**src/rtl/pwm_duty_pkg.sv**
```systemverilog
package pwm_duty_pkg;

  localparam int CODE_W   = 8;
  localparam int CODE_MAX = 255;

  typedef logic [CODE_W-1:0] code_t;

  // True when two codes are at least two steps apart (hysteresis rule).
  function automatic logic code_far(input code_t a, input code_t b);
    code_t d;
    d = (a > b) ? (a - b) : (b - a);
    return (d >= code_t'(2));
  endfunction

endpackage

```
**src/rtl/pwm_in_sync.sv**
```systemverilog
module pwm_in_sync #(
  parameter int STAGES = 2
) (
  input  logic clk,
  input  logic rst_n,
  input  logic async_in,
  output logic lvl,
  output logic rise
);
  logic [STAGES-1:0] chain;
  logic              lvl_d;

  generate
    for (genvar g = 0; g < STAGES; g++) begin : g_stage
      if (g == 0) begin : g_first
        always_ff @(posedge clk or negedge rst_n) begin
          if (!rst_n) chain[0] <= 1'b0;
          else        chain[0] <= async_in;
        end
      end else begin : g_next
        always_ff @(posedge clk or negedge rst_n) begin
          if (!rst_n) chain[g] <= 1'b0;
          else        chain[g] <= chain[g-1];
        end
      end
    end
  endgenerate

  always_ff @(posedge clk or negedge rst_n) begin
    if (!rst_n) lvl_d <= 1'b0;
    else        lvl_d <= chain[STAGES-1];
  end

  assign lvl  = chain[STAGES-1];
  assign rise = chain[STAGES-1] & ~lvl_d;
endmodule

```
**src/rtl/pwm_period_meter.sv**
```systemverilog
module pwm_period_meter #(
  parameter int MAX_PERIOD = 50000,
  localparam int CNT_W     = $clog2(MAX_PERIOD + 1)
) (
  input  logic             clk,
  input  logic             rst_n,
  input  logic             lvl,
  input  logic             rise,
  output logic             samp_stb,
  output logic [CNT_W-1:0] samp_high,
  output logic [CNT_W-1:0] samp_per,
  output logic             const_stb,
  output logic             const_lvl
);
  localparam logic [CNT_W-1:0] PER_SAT  = CNT_W'(MAX_PERIOD);
  localparam logic [CNT_W-1:0] PER_LAST = CNT_W'(MAX_PERIOD - 1);
  localparam logic [CNT_W-1:0] ONE      = CNT_W'(1);

  logic [CNT_W-1:0] per_cnt;
  logic [CNT_W-1:0] high_cnt;
  logic             armed;

  always_ff @(posedge clk or negedge rst_n) begin
    if (!rst_n) begin
      per_cnt   <= '0;
      high_cnt  <= '0;
      armed     <= 1'b0;
      samp_stb  <= 1'b0;
      samp_high <= '0;
      samp_per  <= '0;
      const_stb <= 1'b0;
      const_lvl <= 1'b0;
    end else begin
      samp_stb  <= 1'b0;
      const_stb <= 1'b0;
      if (rise) begin
        if (armed) begin
          samp_stb  <= 1'b1;
          samp_high <= high_cnt;
          samp_per  <= per_cnt;
        end
        armed    <= 1'b1;
        per_cnt  <= ONE;
        high_cnt <= ONE;
      end else if (per_cnt != PER_SAT) begin
        per_cnt  <= per_cnt + ONE;
        high_cnt <= high_cnt + CNT_W'(lvl);
        if (per_cnt == PER_LAST) begin
          const_stb <= 1'b1;
          const_lvl <= lvl;
          armed     <= 1'b0;
        end
      end
    end
  end
endmodule

```
**src/rtl/pwm_duty_divider.sv**
```systemverilog
module pwm_duty_divider
  import pwm_duty_pkg::*;
#(
  parameter int CNT_W = 16
) (
  input  logic             clk,
  input  logic             rst_n,
  input  logic             start,
  input  logic [CNT_W-1:0] high_cnt,
  input  logic [CNT_W-1:0] per_cnt,
  output logic             done,
  output code_t            quot
);
  localparam int NUM_W = CNT_W + CODE_W;

  // Numerator of the rounded ratio: high*255 + per/2.
  function automatic logic [NUM_W-1:0] round_num(input logic [CNT_W-1:0] h,
                                                 input logic [CNT_W-1:0] p);
    logic [NUM_W-1:0] hw;
    hw = {{CODE_W{1'b0}}, h};
    return (hw << CODE_W) - hw + {{(CODE_W+1){1'b0}}, p[CNT_W-1:1]};
  endfunction

  logic [NUM_W-1:0] num;
  logic [CNT_W-1:0] rem;
  logic [CNT_W-1:0] den;
  code_t            lo;
  logic [3:0]       steps;
  logic             busy;
  logic [CNT_W:0]   trial;
  logic             fits;
  logic [CNT_W-1:0] rem_sub;

  assign num     = round_num(high_cnt, per_cnt);
  assign trial   = {rem, lo[CODE_W-1]};
  assign fits    = (trial >= {1'b0, den});
  assign rem_sub = CNT_W'(trial - {1'b0, den});

  always_ff @(posedge clk or negedge rst_n) begin
    if (!rst_n) begin
      rem   <= '0;
      den   <= '0;
      lo    <= '0;
      quot  <= '0;
      steps <= '0;
      busy  <= 1'b0;
      done  <= 1'b0;
    end else begin
      done <= 1'b0;
      if (!busy) begin
        if (start && per_cnt != '0) begin
          // Quotient fits in CODE_W bits, so the upper part starts below den.
          rem   <= num[NUM_W-1:CODE_W];
          lo    <= num[CODE_W-1:0];
          den   <= per_cnt;
          quot  <= '0;
          steps <= 4'(CODE_W);
          busy  <= 1'b1;
        end
      end else begin
        rem   <= fits ? rem_sub : trial[CNT_W-1:0];
        quot  <= {quot[CODE_W-2:0], fits};
        lo    <= {lo[CODE_W-2:0], 1'b0};
        steps <= steps - 4'd1;
        if (steps == 4'd1) begin
          busy <= 1'b0;
          done <= 1'b1;
        end
      end
    end
  end
endmodule

```
**src/rtl/pwm_code_hold.sv**
```systemverilog
module pwm_code_hold
  import pwm_duty_pkg::*;
(
  input  logic  clk,
  input  logic  rst_n,
  input  logic  meas_done,
  input  code_t meas_code,
  input  logic  const_stb,
  input  logic  const_lvl,
  output code_t code,
  output logic  valid
);
  code_t forced;
  assign forced = {CODE_W{const_lvl}};

  always_ff @(posedge clk or negedge rst_n) begin
    if (!rst_n) begin
      code  <= '0;
      valid <= 1'b0;
    end else begin
      valid <= 1'b0;
      if (const_stb) begin
        if (forced != code) begin
          code  <= forced;
          valid <= 1'b1;
        end
      end else if (meas_done && code_far(meas_code, code)) begin
        code  <= meas_code;
        valid <= 1'b1;
      end
    end
  end
endmodule

```
**src/rtl/pwm_zero_watch.sv**
```systemverilog
module pwm_zero_watch #(
  parameter int DISABLE_CYCLES = 100000,
  localparam int DIS_W         = $clog2(DISABLE_CYCLES + 1)
) (
  input  logic clk,
  input  logic rst_n,
  input  logic lvl,
  input  logic rise,
  output logic zero_flag
);
  localparam logic [DIS_W-1:0] LOW_SAT  = DIS_W'(DISABLE_CYCLES);
  localparam logic [DIS_W-1:0] LOW_LAST = DIS_W'(DISABLE_CYCLES - 1);

  logic [DIS_W-1:0] low_cnt;

  always_ff @(posedge clk or negedge rst_n) begin
    if (!rst_n) begin
      low_cnt   <= '0;
      zero_flag <= 1'b0;
    end else if (lvl) begin
      low_cnt <= '0;
      if (rise) zero_flag <= 1'b0;
    end else if (low_cnt != LOW_SAT) begin
      low_cnt <= low_cnt + DIS_W'(1);
      if (low_cnt == LOW_LAST) zero_flag <= 1'b1;
    end
  end
endmodule

```
**src/rtl/pwm_duty_extractor.sv**
```systemverilog
module pwm_duty_extractor
  import pwm_duty_pkg::*;
#(
  parameter int MAX_PERIOD     = 50000,
  parameter int DISABLE_CYCLES = 100000,
  parameter int SYNC_STAGES    = 2
) (
  input  logic        clk,
  input  logic        rst_n,
  input  logic        pwm_in,
  output logic [7:0]  duty_code,
  output logic        duty_valid,
  output logic        zero_disable
);
  localparam int CNT_W = $clog2(MAX_PERIOD + 1);

  // Named internal events, also observed by the bound checker.
  logic             sync_lvl;
  logic             edge_rise;
  logic             samp_stb;
  logic [CNT_W-1:0] samp_high;
  logic [CNT_W-1:0] samp_per;
  logic             const_stb;
  logic             const_lvl;
  logic             div_done;
  code_t            div_q;

  pwm_in_sync #(.STAGES(SYNC_STAGES)) u_sync (
    .clk(clk), .rst_n(rst_n), .async_in(pwm_in),
    .lvl(sync_lvl), .rise(edge_rise)
  );

  pwm_period_meter #(.MAX_PERIOD(MAX_PERIOD)) u_meter (
    .clk(clk), .rst_n(rst_n), .lvl(sync_lvl), .rise(edge_rise),
    .samp_stb(samp_stb), .samp_high(samp_high), .samp_per(samp_per),
    .const_stb(const_stb), .const_lvl(const_lvl)
  );

  pwm_duty_divider #(.CNT_W(CNT_W)) u_div (
    .clk(clk), .rst_n(rst_n), .start(samp_stb),
    .high_cnt(samp_high), .per_cnt(samp_per),
    .done(div_done), .quot(div_q)
  );

  pwm_code_hold u_hold (
    .clk(clk), .rst_n(rst_n), .meas_done(div_done), .meas_code(div_q),
    .const_stb(const_stb), .const_lvl(const_lvl),
    .code(duty_code), .valid(duty_valid)
  );

  pwm_zero_watch #(.DISABLE_CYCLES(DISABLE_CYCLES)) u_zero (
    .clk(clk), .rst_n(rst_n), .lvl(sync_lvl), .rise(edge_rise),
    .zero_flag(zero_disable)
  );
endmodule

```
**config.mk**
```make
export PLATFORM = sky130hd
export DESIGN_NAME = pwm_duty_extractor
export DESIGN_NICKNAME = d
export VERILOG_FILES = /design/src/rtl/pwm_duty_pkg.sv /design/src/rtl/pwm_in_sync.sv /design/src/rtl/pwm_period_meter.sv /design/src/rtl/pwm_duty_divider.sv /design/src/rtl/pwm_code_hold.sv /design/src/rtl/pwm_zero_watch.sv /design/src/rtl/pwm_duty_extractor.sv
export SDC_FILE = /design/constraint.sdc
export NUM_CORES = 1
export LEC_CHECK = 0
export ABC_AREA = 1
export CAP_MARGIN = 20
export CORE_MARGIN = 2
export CORE_UTILIZATION = 55
export DETAILED_ROUTE_END_ITERATION = 6
export GPL_TIMING_DRIVEN = 0
export PLACE_DENSITY = 0.75
export RECOVER_POWER = 50
export SLEW_MARGIN = 5
export SYNTH_ARGS = -nofsm -noshare
export SYNTH_HDL_FRONTEND = slang
export SYNTH_SLANG_ARGS = --single-unit
```
**constraint.sdc**
```tcl
create_clock -name clk -period 6.2 [get_ports clk]
set_input_delay 1.24 -clock clk [delete_from_list [all_inputs] [get_ports clk]]
set_output_delay 1.24 -clock clk [all_outputs]
set_load 0.005 [all_outputs]
```
# Word-level counts from Yosys, hierarchy flattened
# Index checks and enable logic that the tools add are counted.
[op_classes] bitwise=4 order_cmp=3 reduce_logical=15 add_sub_neg=9 muxes=39 n_eq_ne=8
[ops] operator="16-bit 2-to-1 mux" count=7
[ops] operator="8-bit 2-to-1 mux" count=8
[ops] operator="17-bit 2-to-1 mux" count=2
[ops] operator="24-bit by 15-bit adder with 24-bit output" count=1
[ops] operator="24-bit by 16-bit subtractor with 24-bit output" count=1
[ops] operator="1-bit 2-to-1 mux" count=20
[ops] operator="17-bit by 1-bit adder with 17-bit output (second input constant)" count=1
[ops] operator="17-bit == test (second input constant)" count=1
[ops] operator="17-bit by 16-bit >= comparator with 1-bit output" count=1
[ops] operator="17-bit inequality test (second input constant)" count=1
[ops] operator="16-bit by 1-bit adder with 16-bit output" count=1
[ops] operator="16-bit by 1-bit adder with 16-bit output (second input constant)" count=1
[ops] operator="16-bit == test (second input constant)" count=1
[ops] operator="16-bit inequality test (second input constant)" count=1
[ops] operator="16-bit nonzero test" count=1
[ops] operator="16-bit subtractor" count=1
[ops] operator="8-bit subtractor" count=2
[ops] operator="2-bit nonzero test" count=6
[ops] operator="8-bit by 2-bit >= comparator with 1-bit output (second input constant)" count=1
[ops] operator="8-bit > comparator" count=1
[ops] operator="4-bit 2-to-1 mux" count=2
[ops] operator="8-bit inequality test" count=1
[ops] operator="2-bit AND reduction" count=4
[ops] operator="3-bit AND reduction" count=2
[ops] operator="other kinds (7)" count=10
[word_totals] regBits=152 word_cells=100 inputBits=3 output_inout_bits=10

# Depth between registers and ports, before layout
[depth] depth_word=6 ltp_mapped=17 depth_no_buf=17

# By module
# A second synthesis with hierarchy kept.
[unflattened] cells_unflattened=1648 area_unflattened_um2=11277.1
[by_module_without_submodules] module="pwm_duty_divider" cells_per_inst=847 area_per_inst_um2=5446.5 instances=1 seq_area_each_um2=1351.3
[by_module_without_submodules] module="pwm_period_meter" cells_per_inst=416 area_per_inst_um2=3261.9 instances=1 seq_area_each_um2=1701.6
[by_module_without_submodules] module="pwm_code_hold" cells_per_inst=221 area_per_inst_um2=1366.3 instances=1 seq_area_each_um2=225.2
[by_module_without_submodules] module="pwm_zero_watch" cells_per_inst=159 area_per_inst_um2=1117.3 instances=1 seq_area_each_um2=450.4
[by_module_without_submodules] module="pwm_in_sync" cells_per_inst=5 area_per_inst_um2=85.1 instances=1 seq_area_each_um2=75.1

# Worst setup path before layout
# Ideal clock, no wire load.
[synth_path] kind="reg2reg" from="reg u_meter.samp_high[1]" to="reg u_div.rem[7]" slack_ps=3901 stages_incl_launch_ff=18 required_ps=6083 setup_ps=117 n_path_buf=0 arrival_time_ps=2183 path_cell_list="dfrtp_1 > inv_1 > fa_1 > inv_1 > ha_1 > nand2_1 > inv_1 > nand2_1 > nand2_1 > nand2_1 > nand2_1 > inv_1 > nand2_1 > or2_2 > nand3_1 > nand2_1 > nand2_1 > nand2_1"
[synth_between] elab_chain_cells=4
[synth_lines] item="from (decl)" line_no="pwm_period_meter.sv:10" text="output logic [CNT_W-1:0] samp_high,"
[synth_lines] item="from (signal assigned)" line_no="pwm_period_meter.sv:39" text="samp_high <= high_cnt;"
[synth_lines] item="24-bit by 16-bit subtractor with 24-bit output" line_no="pwm_duty_divider.sv:21" text="return (hw << CODE_W) - hw + {{(CODE_W+1){1'b0}}, p[CNT_W-1:1]};"
[synth_lines] item="24-bit by 15-bit adder with 24-bit output" line_no="pwm_duty_divider.sv:21"
[synth_lines] item="16-bit 2-to-1 mux" line_no="pwm_duty_divider.sv:51" text="if (start && per_cnt != '0) begin"
[synth_lines] item="16-bit 2-to-1 mux" line_no="pwm_duty_divider.sv:50" text="if (!busy) begin"
[synth_lines] item="to (signal assigned)" line_no="pwm_duty_divider.sv:53" text="rem <= num[NUM_W-1:CODE_W];"
[synth_lines] item="to (signal assigned)" line_no="pwm_duty_divider.sv:61" text="rem <= fits ? rem_sub : trial[CNT_W-1:0];"
[synth_lines] item="to (decl)" line_no="pwm_duty_divider.sv:25" text="logic [CNT_W-1:0] rem;"
# No other way between the ends. The select of a mux whose other input is x is not followed.
# A chain may end at the register's enable or synchronous reset.

# Worst setup path after layout
[layout_path] from="reg u_meter.samp_per[10]" to="reg u_div.rem[2]"
[layout_between] elab_chain_cells=3 elab_cells_between_ends=6 classes_between="add/sub (1); mux (2); reduce/logical (3)"
[layout_lines] item="from (decl)" line_no="pwm_period_meter.sv:11" text="output logic [CNT_W-1:0] samp_per,"
[layout_lines] item="from (signal assigned)" line_no="pwm_period_meter.sv:40" text="samp_per <= per_cnt;"
[layout_lines] item="24-bit by 15-bit adder with 24-bit output / 16-bit nonzero test (equally long branches)" line_no="pwm_duty_divider.sv:21, pwm_duty_divider.sv:51"
[layout_lines] item="16-bit 2-to-1 mux / 1-bit logical AND (equally long branches)" line_no="pwm_duty_divider.sv:51"
[layout_lines] item="16-bit 2-to-1 mux / 2-bit nonzero test (equally long branches)"
# Several ways; a longest one is shown, not always the timed one. The select of a mux whose other input is x is not followed.

==> summary.md <==
| Metric | Value |
|---|---|
| Site Rows | `50` |
| PortBufs | `12` |
| Switching share of power | `46.41%` |
| CTS Root Cell | `clkbuf_16` |
| Drc violations | `0` |
| Setup Crit Path Kind | `reg -> reg` |
| Overall global routing resource usage | `a little over a quarter` |
| Layout cells sized above 1 | `6.635%` |
| Finished Layout Cells | `1,711` |
| Fin crit period | `2.753 ns` |
| Hold crit path type | `reg -> reg` |
| Via count | `9,336` |
| CTS Buf Count | `17` |
| Total power divided by cell area | `roughly 480 nW/um^2` |
| Fin. max-slew vios | `0` |
| Initial antenna violation count | `0` |
| Final setup fails | `0` |
| Sink Count | `152` |
| Post-CTS Hold Fix Bufs | `0` |
| PostCTS Resize Cnt | `0` |
| Clk_skew | `0.01004 ns` |
| Routed vias/inst | `5.456` |
| Crit end category | `flip-flop` |
| #FFs+latches synth | `152` |
| Worst VDD drop | `240.7 uV` |
| Seq/Total Area, Yosys | `36.29%` |
| CP required | `6.57 ns` |
| Area post-placement | `10,920 sq um` |
| Syn Nets | `1,516` |
| Share of flip-flops with an asynchronous set or reset | `100.0%` |
| CP max-delay cell | `dfrtp_1` |
| H-tree depth | `4` |
| Max_slew headroom | `57.09%` |
| Overall power | `~0.0055 W` |
| Pre-CTS setup slack | `3.536 ns` |
| Ys Warns | `0` |
| Leakage power total | `5.801 nW` |
| Initial Utilization | `56.03%` |
| Routability cong. | `0.9272` |
| Reg clk slew, reported paths | `0.06 ns` |
| Layout overhead on the synthesized area | `9.336%` |
| DR iter-0 viols | `643` |
| I/O pin total | `13` |
| DPL Wire Length | `19.72 mm` |
| Clock share of power | `between 10% and 20%` |
| Comb power frac | `56.1%` |
| Worst setup SP type | `flip-flop` |
| Die W | `approximately 140 um` |
| Post-route design area | `11,460 sq um` |
| Pin count of the biggest net entering global routing | `83` |
| Status | `complete, no violations` |
| Synth Flop Type | `dfrtp_1` |
| Post-Syn Area per Cell | `about 7.3 sq um` |
| Total setup buffers inserted after CTS | `0` |
| Wire per inst | `15.10 um` |
| Sequential cell fraction of total power | `about a quarter` |
| Worst path max stage delay | `0.50 ns` |
| Max-Cap Viols | `0` |
| Post-synth EDFFs | `0` |
| Chip Height | `approximately 140 um` |
| Nets | `1,548` |
| Post-route worst setup slack | `3.447 ns` |
| Crit path max fanout | `5` |
| Die area | `20,180 sq um` |
| Vias in the first global route | `9,035` |
| Final ANT Viol Nets | `0` |
| P_int | `around 0.0029 W` |
| Core area | `18,710 sq um` |
| Synth cell types | `54` |
| Worst skew pair latency | `0.43 ns` |
| NetSw | `0.002535 W` |
| DP Cell Count | `1,679` |
| CTS tree | `yes` |
| First-pass GRT wire length | `43.59 mm` |
| Final Hold Fails | `0` |
| GRT overflow | `0` |
| Antenna cells | `0` |
| Router iterations before antenna repair | `5` |
| RSZ-0062 raised after global routing | `no` |
| Worst path cell trace | `inv_1, fa_1, inv_1, ha_1, a21oi_1, o21ai_0, inv_1, nand2_1, xnor2_1, o21ai_0, nand2_1, nand2_1` |
| Routed WL | `25.83 mm` |
| Synthesized area | `10,480 sq um` |
| Critical path arrival | `3.12 ns` |
| Highest clock rate | `363.2 MHz` |
| Tightest Pin Transition | `0.6437 ns` |
| Syn Inst Count | `1,432` |
| Longest Clk Path Bufs | `2` |
| Period utilization | `between 40 and 50%` |
[cell usage in the layout (no fill, tap or decap), drive strengths merged, types with 2 or more instances in the layout]
| cell | n |
|---|---|
| buf | 15 |
| nand3b | 8 |
| nand2 | 411 |
| o21ai | 100 |
| ha | 70 |
| o31ai | 2 |
| nand4 | 25 |
| fa | 11 |
| xor2 | 21 |
| xnor2 | 6 |
| bufinv | 2 |
| clkinv | 7 |
| a211oi | 2 |
| nor4 | 15 |
| or2 | 5 |
| o21a | 4 |
| o211ai | 8 |
| o21bai | 5 |
| dfrtp | 152 |
| clkinvlp | 3 |
| a21oi | 74 |
| nor2 | 103 |
| o22ai | 10 |
| nand3 | 107 |
| nor3 | 24 |
| clkdlybuf4s50 | 10 |
| inv | 232 |
| clkbuf | 35 |
[registers in the layout, summed over array words and instances, names as in the netlist, 16 cells and up]
register / cells
u_meter.samp_high: 16
u_meter.high_cnt: 16
u_div.rem: 16
u_zero.low_cnt: 17
u_meter.per_cnt: 16
u_meter.samp_per: 16
u_div.den: 16
[Yosys cell counts (2+ instances only)]
| library cell | n | area, sq um |
|---|---|---|
| nand2_1 | 390 | 1464 |
| inv_1 | 224 | 840.8 |
| dfrtp_1 | 152 | 3804 |
| o21ai_0 | 97 | 485.5 |
| nand3_1 | 96 | 480.5 |
| nor2_1 | 96 | 360.4 |
| ha_1 | 70 | 875.8 |
| a21oi_1 | 69 | 345.3 |
| nand4_1 | 23 | 143.9 |
| xor2_1 | 21 | 183.9 |
| nor3_1 | 20 | 100.1 |
| nand2_2 | 17 | 106.4 |
| clkbuf_1 | 16 | 60.06 |
| nor4_1 | 14 | 87.58 |
| fa_1 | 11 | 220.2 |
| nand3_2 | 10 | 100.1 |
| o22ai_1 | 10 | 62.56 |
| buf_2 | 8 | 40.04 |
| nand3b_1 | 8 | 60.06 |
| nor2_2 | 6 | 37.54 |
| o211ai_1 | 6 | 45.04 |
| xnor2_1 | 6 | 52.55 |
| a21oi_2 | 5 | 43.79 |
| inv_2 | 5 | 18.77 |
| o21bai_1 | 5 | 37.54 |
| nand2_4 | 4 | 45.04 |
| o21a_1 | 4 | 30.03 |
| nor3_2 | 3 | 30.03 |
| o21ai_1 | 3 | 15.01 |
| or2_2 | 3 | 18.77 |
| a211oi_1 | 2 | 15.01 |
| buf_4 | 2 | 15.01 |
| buf_6 | 2 | 22.52 |
| nand4_2 | 2 | 25.02 |
| o211ai_2 | 2 | 25.02 |
| o31ai_1 | 2 | 15.01 |
[metal layers]
metal | global-route usage, % | share of wire [%]
met1 | 36.94 | 46
met4 | 8.579 | 1.9
met3 | 3.836 | 5.0
met2 | 44.65 | 47
met5 | 0 | 0
[area by class of cell]
| cell class | instances | area [sq um] |
|---|---|---|
| clock buffers | 19 | 442.9 |
| clock inverters | 13 | 143.9 |
| repair buffers | 13 | 148.9 |
| fillers | 1682 | 7247 |
| inverters | 231 | 868.3 |
| well taps | 234 | 292.8 |
| flip-flops and latches | 152 | 3804 |
| multi-input cells | 1020 | 5600 |
| plain buffers | 29 | 157.7 |
[power groups by stage]
stage	sequential, W	combinational, W	clock [W]
finish	0.00137	0.00306	0.00103
detailed placement	0.00138	0.00301	0
floorplan	0.00133	0.00234	0
CTS	0.00136	0.00303	0.00104
global route	0.00139	0.00347	0.00108
global placement	0.00137	0.00294	0
[stage by stage]
step | util [%] | setup TNS, ns | hold WS [ns]
floorplan | - | 0 | 0.3312
global placement | 58.23 | -314.73 | 0.3337
detailed placement | 58.39 | 0 | 0.3470
CTS | 61.53 | 0 | 0.3654
global route | 61.26 | 0 | 0.3635
finish | 61.26 | 0 | 0.3619
[logic make-up (layout without fill, tap and decap cells)]
kind of cell    after synthesis  count (layout)  share of synthesized area (%)
compound gates              211             211                          11.15
xor+xnor                     27              27                          2.256
fa+ha+maj                    81              81                          10.46
buf+inv                     260             305                          9.790
flops                       152             152                          36.29
simple gates                701             701                          30.05
[critical path, delay by kind of cell, from the launching register on]
family                     cells  cell delay (ns)
DFF                            1             0.50
and+or+nand+nor                3             0.27
xor gates and xnor gates       1             0.14
adders and majority gates      2             0.83
buffers and inverters          3             0.22
AOI/OAI and AO/OA              3             0.72
[final timing paths]
check / start / to / slack (ns) / cells past startpoint
min in group asynchronous: rst_n / u_zero.low_cnt[12]$_DFFE_PN0P_ / 0.79 / 1
min reg2reg: u_sync.chain[0]$_DFF_PN0_ / u_sync.lvl$_DFF_PN0_ / 0.36 / 0
min: u_sync.chain[0]$_DFF_PN0_ / u_sync.lvl$_DFF_PN0_ / 0.36 / 0
max reg2reg: u_meter.samp_per[10]$_DFFE_PN0P_ / u_div.rem[2]$_DFFE_PN0P_ / 3.45 / 12
max: u_meter.samp_per[10]$_DFFE_PN0P_ / u_div.rem[2]$_DFFE_PN0P_ / 3.45 / 12
max in group asynchronous: rst_n / u_div.rem[6]$_DFFE_PN0P_ / 4.57 / 2
Note: power is estimated with default switching activity, not from simulation.
